[config.mk]
export PLATFORM = sky130hd
export DESIGN_NAME = pgrd_ctrl
export DESIGN_NICKNAME = d
export VERILOG_FILES = /design/src/rtl/pgrd_pkg.sv /design/src/rtl/pgrd_cfg.sv /design/src/rtl/pgrd_page.sv /design/src/rtl/pgrd_seq.sv /design/src/rtl/pgrd_ctrl.sv
export SDC_FILE = /design/constraint.sdc
export NUM_CORES = 1
export LEC_CHECK = 0
export ABC_AREA = 1
export BUFFER_PORTS_ARGS = -buffer_cell sky130_fd_sc_hd__buf_2
export CAP_MARGIN = 0
export CORE_ASPECT_RATIO = 0.6
export CORE_UTILIZATION = 30
export CTS_CLUSTER_SIZE = 20
export DETAILED_ROUTE_END_ITERATION = 8
export HOLD_SLACK_MARGIN = 0.03
export PLACE_DENSITY_LB_ADDON = 0.05
export SYNTH_ARGS = -nofsm -noshare
export SYNTH_HDL_FRONTEND = slang
export SYNTH_SLANG_ARGS = --single-unit
[constraint.sdc]
create_clock -name clk -period 2.65 [get_ports clk]
set_clock_uncertainty 0.2 [all_clocks]
set_input_delay 0.53 -clock clk [delete_from_list [all_inputs] [get_ports clk]]
set_output_delay 0.53 -clock clk [all_outputs]
set_load 0.005 [all_outputs]
[src/rtl/pgrd_pkg.sv]
package pgrd_pkg;

  localparam int unsigned LIM_W  = 8;
  localparam int unsigned TIME_W = 4;
  localparam int unsigned SIZE_W = 2;
  localparam int unsigned OFS_BASE = 2;
  localparam int unsigned OFS_MAX  = OFS_BASE + (1 << SIZE_W) - 1;

  localparam logic [31:0] CFG_RESET = 32'h0000_0F00;

  typedef struct packed {
    logic [LIM_W-1:0]  win_lim;
    logic [TIME_W-1:0] hit_time;
    logic              seq_only;
    logic [SIZE_W-1:0] pg_size;
  } pg_cfg_t;

  function automatic pg_cfg_t cfg_from_word(input logic [31:0] w);
    pg_cfg_t c;
    c.win_lim  = w[23:16];
    c.hit_time = w[11:8];
    c.seq_only = w[4];
    c.pg_size  = w[1:0];
    return c;
  endfunction

  function automatic logic [31:0] cfg_to_word(input pg_cfg_t c);
    logic [31:0] w;
    w        = '0;
    w[23:16] = c.win_lim;
    w[11:8]  = c.hit_time;
    w[4]     = c.seq_only;
    w[1:0]   = c.pg_size;
    return w;
  endfunction

endpackage

[src/rtl/pgrd_cfg.sv]
module pgrd_cfg
  import pgrd_pkg::*;
(
  input  logic        clk,
  input  logic        rst_n,
  input  logic        wr_en,
  input  logic [31:0] wr_data,
  output pg_cfg_t     cfg,
  output logic [31:0] cfg_word
);

  pg_cfg_t cfg_q;
  pg_cfg_t cfg_d;

  always_comb begin
    cfg_d = cfg_q;
    if (wr_en) cfg_d = cfg_from_word(wr_data);
  end

  always_ff @(posedge clk or negedge rst_n) begin
    if (!rst_n) cfg_q <= cfg_from_word(CFG_RESET);
    else if (wr_en) cfg_q <= cfg_d;
  end

  assign cfg      = cfg_q;
  assign cfg_word = cfg_to_word(cfg_q);

endmodule

[src/rtl/pgrd_page.sv]
module pgrd_page
  import pgrd_pkg::*;
#(
  parameter int unsigned ADDR_W = 16
) (
  input  logic              clk,
  input  logic              rst_n,
  input  logic [LIM_W-1:0]  win_lim,
  input  logic              seq_only,
  input  logic [SIZE_W-1:0] pg_size,
  input  logic              page_en,
  input  logic              cfg_chg,
  input  logic              take,
  input  logic [ADDR_W-1:0] addr,
  output logic              hit
);

  localparam int unsigned OFS_W = $clog2(OFS_MAX + 2);

  logic              open_q, open_d;
  logic [ADDR_W-1:0] last_q, last_d;
  logic [LIM_W-1:0]  age_q, age_d;
  logic [ADDR_W-1:0] tag_mask;
  logic              en_eff, in_win, same_pg, is_next;

  for (genvar i = 0; i < ADDR_W; i++) begin : g_mask
    if (i <= OFS_MAX) begin : g_ofs
      assign tag_mask[i] = (OFS_W'(i) >= (OFS_W'(OFS_BASE) + OFS_W'(pg_size)));
    end else begin : g_tag
      assign tag_mask[i] = 1'b1;
    end
  end

  assign en_eff  = page_en && (win_lim != '0);
  assign in_win  = open_q && (age_q < win_lim);
  assign same_pg = ((addr ^ last_q) & tag_mask) == '0;
  assign is_next = (addr == last_q + ADDR_W'(1));
  assign hit     = en_eff && in_win && same_pg && (!seq_only || is_next);

  always_comb begin
    open_d = open_q;
    last_d = last_q;
    age_d  = age_q;
    if (open_q && (age_q < win_lim)) age_d = age_q + LIM_W'(1);
    if (take) begin
      last_d = addr;
      if (!hit) begin
        open_d = en_eff;
        age_d  = '0;
      end
    end
    if (cfg_chg || !en_eff) open_d = 1'b0;
  end

  always_ff @(posedge clk or negedge rst_n) begin
    if (!rst_n) begin
      open_q <= 1'b0;
      last_q <= '0;
      age_q  <= '0;
    end else begin
      open_q <= open_d;
      if (take) last_q <= last_d;
      age_q <= age_d;
    end
  end

endmodule

[src/rtl/pgrd_seq.sv]
module pgrd_seq
  import pgrd_pkg::*;
#(
  parameter int unsigned LAT_W = 8
) (
  input  logic              clk,
  input  logic              rst_n,
  input  logic              req_valid,
  output logic              req_ready,
  output logic              take,
  input  logic              hit,
  input  logic [TIME_W-1:0] hit_time,
  input  logic [LAT_W-1:0]  miss_lat,
  output logic              rsp_done,
  output logic              rsp_hit,
  output logic [LAT_W-1:0]  rsp_wait
);

  logic             busy_q, busy_d;
  logic [LAT_W-1:0] rem_q, rem_d;
  logic             hit_q;
  logic [LAT_W-1:0] wait_q;
  logic [LAT_W-1:0] hit_cyc, miss_cyc, wait_sel;

  assign hit_cyc  = (hit_time < TIME_W'(2)) ? LAT_W'(1) : LAT_W'(hit_time);
  assign miss_cyc = (miss_lat == '0) ? LAT_W'(1) : miss_lat;
  assign wait_sel = hit ? hit_cyc : miss_cyc;

  assign req_ready = !busy_q;
  assign take      = req_valid && !busy_q;
  assign rsp_done  = busy_q && (rem_q == '0);

  always_comb begin
    busy_d = busy_q;
    rem_d  = rem_q;
    if (take) begin
      busy_d = 1'b1;
      rem_d  = wait_sel - LAT_W'(1);
    end else if (busy_q) begin
      if (rem_q == '0) busy_d = 1'b0;
      else rem_d = rem_q - LAT_W'(1);
    end
  end

  always_ff @(posedge clk or negedge rst_n) begin
    if (!rst_n) begin
      busy_q <= 1'b0;
      rem_q  <= '0;
      hit_q  <= 1'b0;
      wait_q <= '0;
    end else begin
      busy_q <= busy_d;
      rem_q  <= rem_d;
      if (take) begin
        hit_q  <= hit;
        wait_q <= wait_sel;
      end
    end
  end

  assign rsp_hit  = hit_q;
  assign rsp_wait = wait_q;

endmodule

[src/rtl/pgrd_ctrl.sv]
module pgrd_ctrl
  import pgrd_pkg::*;
#(
  parameter int unsigned ADDR_W = 16,
  parameter int unsigned LAT_W  = 8
) (
  input  logic              clk,
  input  logic              rst_n,
  input  logic              cfg_we,
  input  logic [31:0]       cfg_wdata,
  output logic [31:0]       cfg_q,
  input  logic              page_en,
  input  logic [LAT_W-1:0]  miss_lat,
  input  logic              req_valid,
  input  logic [ADDR_W-1:0] req_addr,
  output logic              req_ready,
  output logic              rsp_done,
  output logic              rsp_hit,
  output logic [LAT_W-1:0]  rsp_wait
);

  logic [1:0] rst_sync_q;
  logic       rst_int_n;
  pg_cfg_t    cfg;
  logic       take;
  logic       hit;

  always_ff @(posedge clk or negedge rst_n) begin
    if (!rst_n) rst_sync_q <= 2'b00;
    else rst_sync_q <= {rst_sync_q[0], 1'b1};
  end
  assign rst_int_n = rst_sync_q[1];

  pgrd_cfg u_cfg (
    .clk      (clk),
    .rst_n    (rst_int_n),
    .wr_en    (cfg_we),
    .wr_data  (cfg_wdata),
    .cfg      (cfg),
    .cfg_word (cfg_q)
  );

  pgrd_page #(.ADDR_W(ADDR_W)) u_page (
    .clk      (clk),
    .rst_n    (rst_int_n),
    .win_lim  (cfg.win_lim),
    .seq_only (cfg.seq_only),
    .pg_size  (cfg.pg_size),
    .page_en  (page_en),
    .cfg_chg  (cfg_we),
    .take     (take),
    .addr     (req_addr),
    .hit      (hit)
  );

  pgrd_seq #(.LAT_W(LAT_W)) u_seq (
    .clk       (clk),
    .rst_n     (rst_int_n),
    .req_valid (req_valid),
    .req_ready (req_ready),
    .take      (take),
    .hit       (hit),
    .hit_time  (cfg.hit_time),
    .miss_lat  (miss_lat),
    .rsp_done  (rsp_done),
    .rsp_hit   (rsp_hit),
    .rsp_wait  (rsp_wait)
  );

endmodule

== Word level (Yosys, flattened, before mapping) ==
Index checks and enable logic that the tools add are counted.

* Memories: 0
* Bits in writable memories: 0
* Memory bits (read-only): 0
* Bits in latches: 0
* Register bits: 60
* Output and inout port bits: 43
* Logic and storage cells: 65

* Shift-type cells: 0
* Divide/modulo/power cells: 0
* Bitwise gates (word level): 2
* Muxes and demuxes: 15
* Multipliers: 0
* Magnitude comparators: 8
* Equal/unequal tests: 3
* Reduce and logical (&&, ||, !) cells: 20
* Add/subtract/negate cells: 5

{| class="wikitable"
|+ Operator list
! operator !! number
|-
| $mux W8 || 8
|-
| $add A16 B1 Y16 const B || 1
|-
| $and A16 B16 Y16 || 1
|-
| $eq A16 B16 Y1 || 1
|-
| $logic_not A16 Y1 || 1
|-
| $logic_not A8 Y1 || 2
|-
| $sub A8 B1 Y8 const B || 2
|-
| $xor A16 B16 Y16 || 1
|-
| $add A8 B1 Y8 const B || 1
|-
| $lt A8 B8 Y1 || 1
|-
| $reduce_bool A8 Y1 || 1
|-
| $logic_and A1 B1 Y1 || 7
|-
| $ge A1 B3 Y1 const A || 2
|-
| $ge A2 B3 Y1 const A || 2
|-
| $ge A3 B3 Y1 const A || 2
|-
| $mux W1 || 6
|-
| $lt A4 B2 Y1 const B || 1
|-
| $mux W4 || 1
|-
| $reduce_and A2 Y1 || 2
|-
| $reduce_bool A2 Y1 || 2
|-
| $add A2 B2 Y3 const A || 1
|-
| $logic_not A1 Y1 || 3
|-
| $logic_or A1 B1 Y1 || 2
|-
| $ne A2 B1 Y1 const B || 1
|-
| $ne A2 B2 Y1 const B || 1
|}

== Logic depth before layout (Yosys ltp) ==
Gate-level depths: netlist of the first run.

* Depth after elaboration: 9
* Gate-level depth with buffers: 24
* Mapped depth without buffers: 24

== By module ==
Synthesis of the first run repeated with hierarchy kept, for this count alone.

* Cell total of the unflattened synthesis: 553
* Area, all modules: 4215.3 sq um

{| class="wikitable"
|+ Modules (own cells, without submodules)
! module !! instances !! area each (sq um) !! cells an instance
|-
| pgrd_page || 1 || 2164.6 || 300
|-
| pgrd_seq || 1 || 1139.8 || 153
|-
| pgrd_cfg || 1 || 857.1 || 97
|-
| pgrd_ctrl || 1 || 53.8 || 3
|}

== Worst setup path before layout of the first run ==
Ideal clock, no wire load.

* Kind: register -> register
* Start: register, netlist name u_cfg.cfg[12]
* End: register u_seq.rem_q[6]
* Buffers on the path: 0
* Arrival time: 2404 ps
* Slack: -71 ps
* Cell stages (with the launch flop): 20
* Period minus slack after synthesis: 2721 ps
* Cells stage by stage: dfrtp_1 -> inv_1 -> ha_1 -> a21oi_1 -> nor2_1 -> nor3b_1 -> nand3_1 -> nor2_4 -> nand2_4 -> o21ai_2 -> inv_1 -> nand2_2 -> nand2_4 -> inv_1 -> ha_1 -> nand2_1 -> inv_1 -> nand4_1 -> nand3_1 -> nand2_1

* Cells in the longest elaborated chain, start to end: 8
* Elaborated cells between the ends (all ways): 10
* Classes of those cells: 1 x add/sub; 1 x order compare; 2 x mux; 6 x reduce/logical

{| class="wikitable"
|+ Ends and longest elaborated chain
! what !! line !! RTL
|-
| $lt A8 B8 Y1 / $reduce_bool A8 Y1 (equally long branches) || pgrd_page.sv:35, pgrd_page.sv:34 ||
|-
| $logic_and A1 B1 Y1 (on tied branches) || pgrd_page.sv:35, pgrd_page.sv:34 ||
|-
| $logic_and A1 B1 Y1 (*) (3 in a row) || pgrd_page.sv:38 || <nowiki>assign hit = en_eff && in_win && same_pg && (!seq_only || is_next);</nowiki>
|-
| $mux W8 (*) || pgrd_seq.sv:27 || <nowiki>assign wait_sel = hit ? hit_cyc : miss_cyc;</nowiki>
|-
| $sub A8 B1 Y8 (*) || pgrd_seq.sv:38 || <nowiki>rem_d = wait_sel - LAT_W'(1);</nowiki>
|-
| $mux W8 (*) || pgrd_seq.sv:36 || <nowiki>if (take) begin</nowiki>
|-
| to (signal assigned) || pgrd_seq.sv:53 || <nowiki>rem_q <= rem_d;</nowiki>
|-
| to (decl) || pgrd_seq.sv:20 || <nowiki>logic [LAT_W-1:0] rem_q, rem_d;</nowiki>
|}

Mark *: on every way between the ends. The rest lies on a longest branch, timed or not.
A chain may end at the register's enable or synchronous reset.

== Worst setup path after layout of the first run ==
* Start: register u_page.last_q[1]
* End: register u_seq.rem_q[6]

* Cells in the longest elaborated chain, start to end: 8
* Elaborated cells between the ends (all ways): 11
* Classes of those cells: 2 x add/sub; 1 x eq/ne; 2 x mux; 2 x bitwise; 4 x reduce/logical

{| class="wikitable"
|+ Ends and longest elaborated chain
! what !! line !! RTL
|-
| from (decl) || pgrd_page.sv:21 || <nowiki>logic [ADDR_W-1:0] last_q, last_d;</nowiki>
|-
| from (signal assigned) || pgrd_page.sv:62 || <nowiki>if (take) last_q <= last_d;</nowiki>
|-
| parallel branches: the longest is 4 deep, another holds $add A16 B1 Y16 || n/a ||
|-
| $logic_and A1 B1 Y1 (*) || pgrd_page.sv:38 ||
|-
| $mux W8 (*) || pgrd_seq.sv:27 ||
|-
| $sub A8 B1 Y8 (*) || pgrd_seq.sv:38 ||
|-
| $mux W8 (*) || pgrd_seq.sv:36 ||
|}

Every way passes the cells marked *.

==> metrics.md, run 1 <==
| Metric | Value |
|---|---|
| Hold/Removal Path Class | `reg2async` |
| Reg clk slew, reported paths | `approximately 50 ps` |
| Max Buffers Root-to-Sink | `2` |
| Layout cells sized above 1 | `33.89%` |
| Worst Path Required | `~2700 ps` |
| Unrepaired setup endpoints after global routing | `true` |
| Largest net degree at the start of global routing | `48` |
| Initial Utilization | `31.08%` |
| CP Data Arrival Time | `approximately 2800 ps` |
| CTS tree | `built` |
| Final Hold Viols | `0` |
| DR vias/cell | `~4.4` |
| Vias in the first global route | `roughly 3.4k` |
| FFs w/ async S/R, synth | `100.0%` |
| WL/cell | `between 10 and 15 um` |
| DRT Pass-1 Iters | `4` |
| Area grow syn2layout | `37.26%` |
| Synth warnings | `0` |
| Status | `complete, but fails checks` |
| Setup CP Type | `reg2reg` |
| Top cells by area, synth | `dfrtp_1 (37%), nand2_1 (16%), inv_1 (7.0%)` |
| NumNets Final | `724` |
| Most frequent CP cell | `nand2_1` |
| Final setup viols | `6` |
| Commonest cells after routing, fill and taps aside | `nand2_1 (154), buf_2 (69), inv_1 (62)` |
| Slew at the pin closest to its max-slew limit | `around 510 ps` |
| Vias | `3592` |
| Fillers | `roughly 1.3k` |
| Max-Cap Viols | `0` |
| Post-Syn Area | `3785 um2` |
| Failing checks | `negative setup slack` |
| Slowest stage cell, crit path | `dfrtp_1` |
| ANT nets after route | `0` |
| Crit share post-route | `103.1%` |
| Final WS setup | `-83.04 ps` |
| Die W | `approximately 150 um` |
| Count of cell types in the netlist | `35` |
| Post-Syn Instances | `approximately 520` |
| CORE AREA | `12180 um2` |
| WP buf/inv | `4` |
| PwrDens | `between 800 and 900 nW/um2` |
| DRT iter0 DRCs | `246` |
| Post-synth top area share | `around 37%` |
| CP startpoint kind | `flip-flop` |
| Setup WS pre-CTS | `-299.5 ps` |
| Min Tclk post-route | `between 2000 and 3000 ps` |
| First-pass GRT wire length | `around 18 mm` |
| EDFF count, synth | `0` |
| FF+latch area | `~1500 um2` |
| Avg Inst Size Synth | `around 7.3 um2` |
| Register area share after synthesis | `between 30% and 40%` |
| Total CTS buffers | `9` |
| DRC viols | `0` |
| Final std cells w/o fill | `~820` |
| Worst-Skew Late Latency | `330 ps` |
| Crit path max fanout | `5` |
| Placed cells | `801` |
| Critical-path cell list | `ha_4, inv_2, nand2_1, nand2_1, nand2_1, nor2_1, nand2_1, nor2_1, nand2_1, nor2_2, nand3_2, nand2_4, buf_6, nand3_2, nand2_2, nor2_2, nor2_4, buf_4, nand2_4, inv_4, nand4_1, nand3_1, nand2_1` |
| Max Fclk | `~370 MHz` |
| Area of the multi-input gates | `~2000 um2` |
| VDD IR max | `approximately 0.00032 V` |
| Slew HR | `65.65%` |
| GRT overflow | `0` |
| Most common flop cell mapped by yosys | `dfrtp_1` |
| DP HPWL | `approximately 8.4 mm` |
| GRT Total Usage | `around 18%` |
| I/O Pins | `roughly 100` |
| Max Transition Viols Final | `0` |
| Die Area | `~13000 um2` |
| Routed WL | `around 11 mm` |
| Num rows | `31` |
| Clock sink total | `60` |
| I/O Buffers | `69` |
| Chip Height | `between 80 and 90 um` |
| Leakage Power | `about 0.0027 uW` |
| Commonest non-fill, non-tap cell in the layout | `nand2_1` |
| Htree depth | `3` |
| Crit. End Element | `flip-flop` |
| Largest stage delay, worst path | `410 ps` |
| Routability Congestion | `~0.81` |
| Post-synthesis register bit count | `60` |
| Synth area leader | `dfrtp_1` |
| Initial antenna violation count | `1` |
| CTS root buf | `clkbuf_16` |
| Cell family with most CP delay | `simple AND/OR/NAND/NOR gates` |
## power by group
group / internal (uW) / switching (uW) / leakage, uW / total, uW
clock network: 651 / 423 / 0.000135 / 1070
registers: 1240 / 288 / 0.000737 / 1530
logic: 891 / 1080 / 0.00183 / 1970
## logic make-up after synthesis
| kind of cell | share of synthesized area [%] |
|---|---|
| AND/OR/NAND/NOR | 33.65 |
| flip-flops | 39.80 |
| XOR/XNOR | 2.777 |
| adder cells (fa/ha/maj) | 3.306 |
| other | 0.1984 |
| multiplexers | 0.2975 |
| buffers and inverters | 11.80 |
| AO/OA/AOI/OAI | 8.166 |
## synthesized netlist by cell type, types with 2 or more instances
| cell | count |
|---|---|
| buf_4 | 19 |
| nand4_1 | 8 |
| ha_1 | 10 |
| a21oi_1 | 10 |
| dfrtp_1 | 56 |
| nand2_1 | 160 |
| nand3_2 | 8 |
| xor2_1 | 6 |
| nor2_2 | 7 |
| o21ai_0 | 37 |
| dfstp_2 | 4 |
| nor3_1 | 4 |
| clkbuf_1 | 9 |
| o21ai_1 | 4 |
| nor2_4 | 7 |
| conb_1 | 2 |
| nor4_1 | 4 |
| inv_1 | 71 |
| nand2_2 | 6 |
| nand3_1 | 28 |
| nor2_1 | 38 |
| xnor2_1 | 6 |
| nand2_4 | 3 |
## through the flow
step                TNS [ps]  utilization (%)  power [uW]  instance area [um2]  hold slack (ps)
floorplan                  0                -        2572                 3855            34.41
global route           -1663            42.63        4970                 5192            82.03
detailed placement     -2033            38.55        3270                 4695           -25.99
finish                -434.0            42.65        4570                 5195            60.06
CTS                   -771.0            41.40        4442                 5042            72.83
global placement       -1228            38.55        3245                 4695           -27.70
## final cells by class
class                           instances  share of cell area, %
Sequential cell                        60                  29.05
Inverter                               72                  5.347
Tap cell                              165                  3.974
Clock inverter                          5                 0.5299
Timing Repair Buffer                  135                  17.03
Antenna cell                            1                0.04817
Multi-Input combinational cell        375                  39.35
Clock buffer                           11                  4.672
## routing by layer
layer	up-vias	track usage, %	wire (um)	part of all wire, %
met5	-	0	0	0
met4	0	3.843	87	0.79
met3	10	5.051	568	5.1
met2	79	23.91	4065	37
met1	1639	27.39	6328	57
li1	1864	-	-	-
## final timing paths
check                                 start        endpoint  slack (ps)  depth (start not counted)
max                        u_page.last_q[1]  u_seq.rem_q[6]         -80                         23
min                           rst_sync_q[1]    u_cfg.cfg[3]          60                          0
max reg2reg                u_page.last_q[1]  u_seq.rem_q[6]         -80                         23
min reg2reg                   rst_sync_q[1]    u_cfg.cfg[3]          60                          0
max in group asynchronous     rst_sync_q[1]   u_cfg.cfg[14]        1250                          1
min in group clk              rst_sync_q[0]   rst_sync_q[1]         150                          0
## timing repair
item | CTS | global route
pin swaps | 3 | 23
buffers inserted | 1 | 3
hold endpoints to repair | 12 | 0
setup endpoints to repair | 8 | 18
resized for setup | 17 | 40
hold buffers | 2 | 0
## state kept, by name, summed over array words and instances, names as in the netlist
name,flops
u_seq.rsp_wait,8
rst_sync_q,2
u_page.age_q,8
u_seq.rsp_hit,1
u_seq.rem_q,8
u_page.open_q,1
u_page.last_q,16
u_seq.busy_q,1
u_cfg.cfg,15
## worst register-to-register path: cells and delay by family (launching register included)
kind / cells / cell delay, ps
buffers and inverters: 4 / 350
adder cells (fa/ha/maj): 1 / 250
AND/OR/NAND/NOR: 18 / 1430
flip-flops: 1 / 410
No activity file was read; power rests on OpenSTA's default activity.
==> inputs of run 2 (changes only) <==
--- a/config.mk
+++ b/config.mk
@@ -14,6 +14,7 @@
 export DETAILED_ROUTE_END_ITERATION = 8
 export HOLD_SLACK_MARGIN = 0.03
 export PLACE_DENSITY_LB_ADDON = 0.05
+export SKIP_LAST_GASP = 1
 export SYNTH_ARGS = -nofsm -noshare
 export SYNTH_HDL_FRONTEND = slang
 export SYNTH_SLANG_ARGS = --single-unit
==> constraint.sdc (replaced) <==
create_clock -name clk -period 2.9 [get_ports clk]
set_clock_uncertainty 0.2 [all_clocks]
set_input_delay 0.58 -clock clk [delete_from_list [all_inputs] [get_ports clk]]
set_output_delay 0.58 -clock clk [all_outputs]
set_load 0.005 [all_outputs]
==> run 2 against run 1 <==
Net effect: the flow now finishes without violations; non-clock buffer count down 28; count of clock-buffer cells in the layout grew 2; critical path depth is the same; combinational power decreased by 18%; register-to-register slack improved by 110 ps; flip-flop and latch count did not move; setup slack improved by 110 ps; core utilization fell by 2.6 points; first-iteration DRC count shrank 40%; critical path type unchanged; largest power group unchanged.
==> metrics.md, run 2 (synthesized netlist as in run 1, its figures left out) <==
| Metric | Value |
|---|---|
| DRT iter0 DRCs | `147 (-40%)` |
| Worst-Skew Late Latency | `330 ps (about the same)` |
| Most frequent CP cell | `nand2_1` |
| DR vias/cell | `4.379 (+0.44%)` |
| Min Hold Slack | `72.40 ps (+12.34 ps)` |
| Max Buffers Root-to-Sink | `2 (unchanged)` |
| Final WS setup | `24.87 ps (+107.9 ps)` |
| Setup WS pre-CTS | `-81.84 ps (+217.7 ps)` |
| Initial antenna violation count | `1 (unchanged)` |
| CTS root buf | `clkbuf_16` |
| CP Data Arrival Time | `2950 ps (+200 ps)` |
| Ant diodes | `0 (-1)` |
| NumNets Final | `696 (-3.9%)` |
| Crit share post-route | `99.14% (-4.0 points)` |
| Reg clk slew, reported paths | `50 ps (about the same)` |
| Crit path max fanout | `5 (unchanged)` |
| Max Fclk | `347.8 MHz (-4.9%)` |
| PwrDens | `814.6 nW/um2 (-7.4%)` |
| Final setup viols | `0 (-6)` |
| Die Area | `13080 um2 (unchanged)` |
| CP startpoint kind | `flip-flop` |
| Routed WL | `10.52 mm (-4.8%)` |
| Slew at the pin closest to its max-slew limit | `668.9 ps (+155.3 ps)` |
| WL/cell | `13.23 um (-1.3%)` |
| Max Transition Viols Final | `0 (unchanged)` |
| Leakage Power | `0.002549 uW (-5.5%)` |
| Total negative slack | `0 ps (+434.0 ps)` |
| DRT Pass-1 Iters | `4 (unchanged)` |
| Setup CP Type | `reg2reg` |
| Largest stage delay, worst path | `380 ps (-30 ps)` |
| Chip Height | `89.01 um (unchanged)` |
| ANT nets after route | `0 (unchanged)` |
| Critical path depth | `23 (unchanged)` |
| Min Tclk post-route | `2875 ps (+142.1 ps)` |
| Crit. End Element | `flip-flop` |
| Clock sink total | `60 (unchanged)` |
| Unrepaired setup endpoints after global routing | `true` |
| Routability Congestion | `0.7988 (-1.3%)` |
| Slew HR | `55.26% (-10 points)` |
| Fillers | `1315 (+2.0%)` |
| Vias in the first global route | `3230 (-4.0%)` |
| WP buf/inv | `2 (-2)` |
| Die W | `147.0 um (unchanged)` |
| Hold/Removal Path Class | `reg2async` |
| Slowest stage cell, crit path | `dfrtp_1` |
| Num rows | `31 (unchanged)` |
| Initial Utilization | `31.08% (unchanged)` |
| Commonest non-fill, non-tap cell in the layout | `nand2_1` |
| VDD IR max | `0.0003395 V (+6.4%)` |
| Max-Cap Viols | `0 (unchanged)` |
| Htree depth | `3 (unchanged)` |
| Largest net degree at the start of global routing | `46 (-4.2%)` |
| Commonest cells after routing, fill and taps aside | `nand2_1 (156), buf_2 (69), inv_1 (67)` |
| I/O Pins | `104 (unchanged)` |
| Worst Path Required | `2970 ps (+300 ps)` |
| Area grow syn2layout | `28.89%` |
| DRC viols | `0 (unchanged)` |
| GRT Total Usage | `17.12% (-0.67 points)` |
| Vias | `3481 (-3.1%)` |
| Critical-path cell list | `ha_1, inv_1, nand2_1, nand2_1, nand2_1, nor2_1, nand2_1, nor2_1, nand2_1, nor2_2, nand3_2, nand2_4, buf_6, nand3_2, nand2_2, nor2_2, nor2_4, nand2_4, nor2_4, nand2_1, nand2_1, nand3_1, nand2_1` |
| First-pass GRT wire length | `16.84 mm (-4.4%)` |
| Final Hold Viols | `0 (unchanged)` |
| Cell family with most CP delay | `simple AND/OR/NAND/NOR gates` |
| GRT overflow | `0 (unchanged)` |
| I/O Buffers | `69 (unchanged)` |
| DP HPWL | `8.006 mm (-4.3%)` |
| Top reg by flops | `u_page.last_q` |
| Total CTS buffers | `9 (unchanged)` |
| CTS tree | `built` |
| Largest register FFs | `16 (unchanged)` |
| Layout cells sized above 1 | `28.10% (-5.8 points)` |
| R2R depth | `23 (unchanged)` |
| Status | `finished clean` |
| Core Util, Final | `40.06% (-2.6 points)` |
| CORE AREA | `12180 um2 (unchanged)` |
run 2: cell types whose count changed in the layout (fill, tap and decap cells not counted), moves of 3 or more:
cell / before / now
buf_4: 56 / 34
buf_6: 7 / 1
inv_1: 62 / 67
inv_2: 7 / 3
o21ai_0: 32 / 36
a21oi_1: 6 / 9
a21oi_2: 5 / 2
o21ai_1: 7 / 4
run 2: cell type report:
| class | count | area [um2] | area share, % |
|---|---|---|---|
| repair buffers | 107 | 651.9 | 13.36 |
| multi-input cells | 375 | 1972 | 40.42 |
| inverters | 72 | 275.3 | 5.642 |
| flip-flops and latches | 60 | 1508 | 30.91 |
| clock inverters | 3 | 15.01 | 0.3078 |
| clock buffers | 13 | 250.2 | 5.130 |
| well taps | 165 | 206.4 | 4.232 |
run 2: path summary, 6_finish.rpt:
path	start	endpoint	slack (ps)
min	rst_sync_q[1]	u_cfg.cfg[8]	70
min reg2reg	rst_sync_q[1]	u_cfg.cfg[8]	70
max	u_page.last_q[1]	u_seq.rem_q[7]	20
min in group clk	rst_sync_q[0]	rst_sync_q[1]	160
max in group asynchronous	rst_sync_q[1]	u_page.last_q[7]	1380
max reg2reg	u_page.last_q[1]	u_seq.rem_q[7]	20
run 2: what timing repair did:
action / in CTS / in global routing
setup endpoints to repair: 0 / 11
setup buffers: 0 / 3
gates resized for setup: 0 / 28
hold buffers: 2 / 0
endpoints found under the hold margin: 15 / 0
run 2: report_power, final:
part / internal [uW] / total [uW] / switching, uW
Clock: 597 / 968 / 371
Sequential: 1130 / 1400 / 264
Combinational: 689 / 1610 / 920
run 2: layer usage:
metal	vias up	GRT usage (%)	routed length, um
met5	-	0	0
met1	1588	25.24	5928
met4	0	5.342	114
met3	7	4.745	500
li1	1814	-	-
met2	72	23.91	3974
run 2: stage by stage:
step                      power (uW)  instances  cell area [um2]
final                           3974        795             4878
after global routing            4340        795             4878
after CTS                       3920        792             4767
after detailed placement        2910        774             4482
after global placement          2891        774             4482
after floorplan                 2346        535             3845
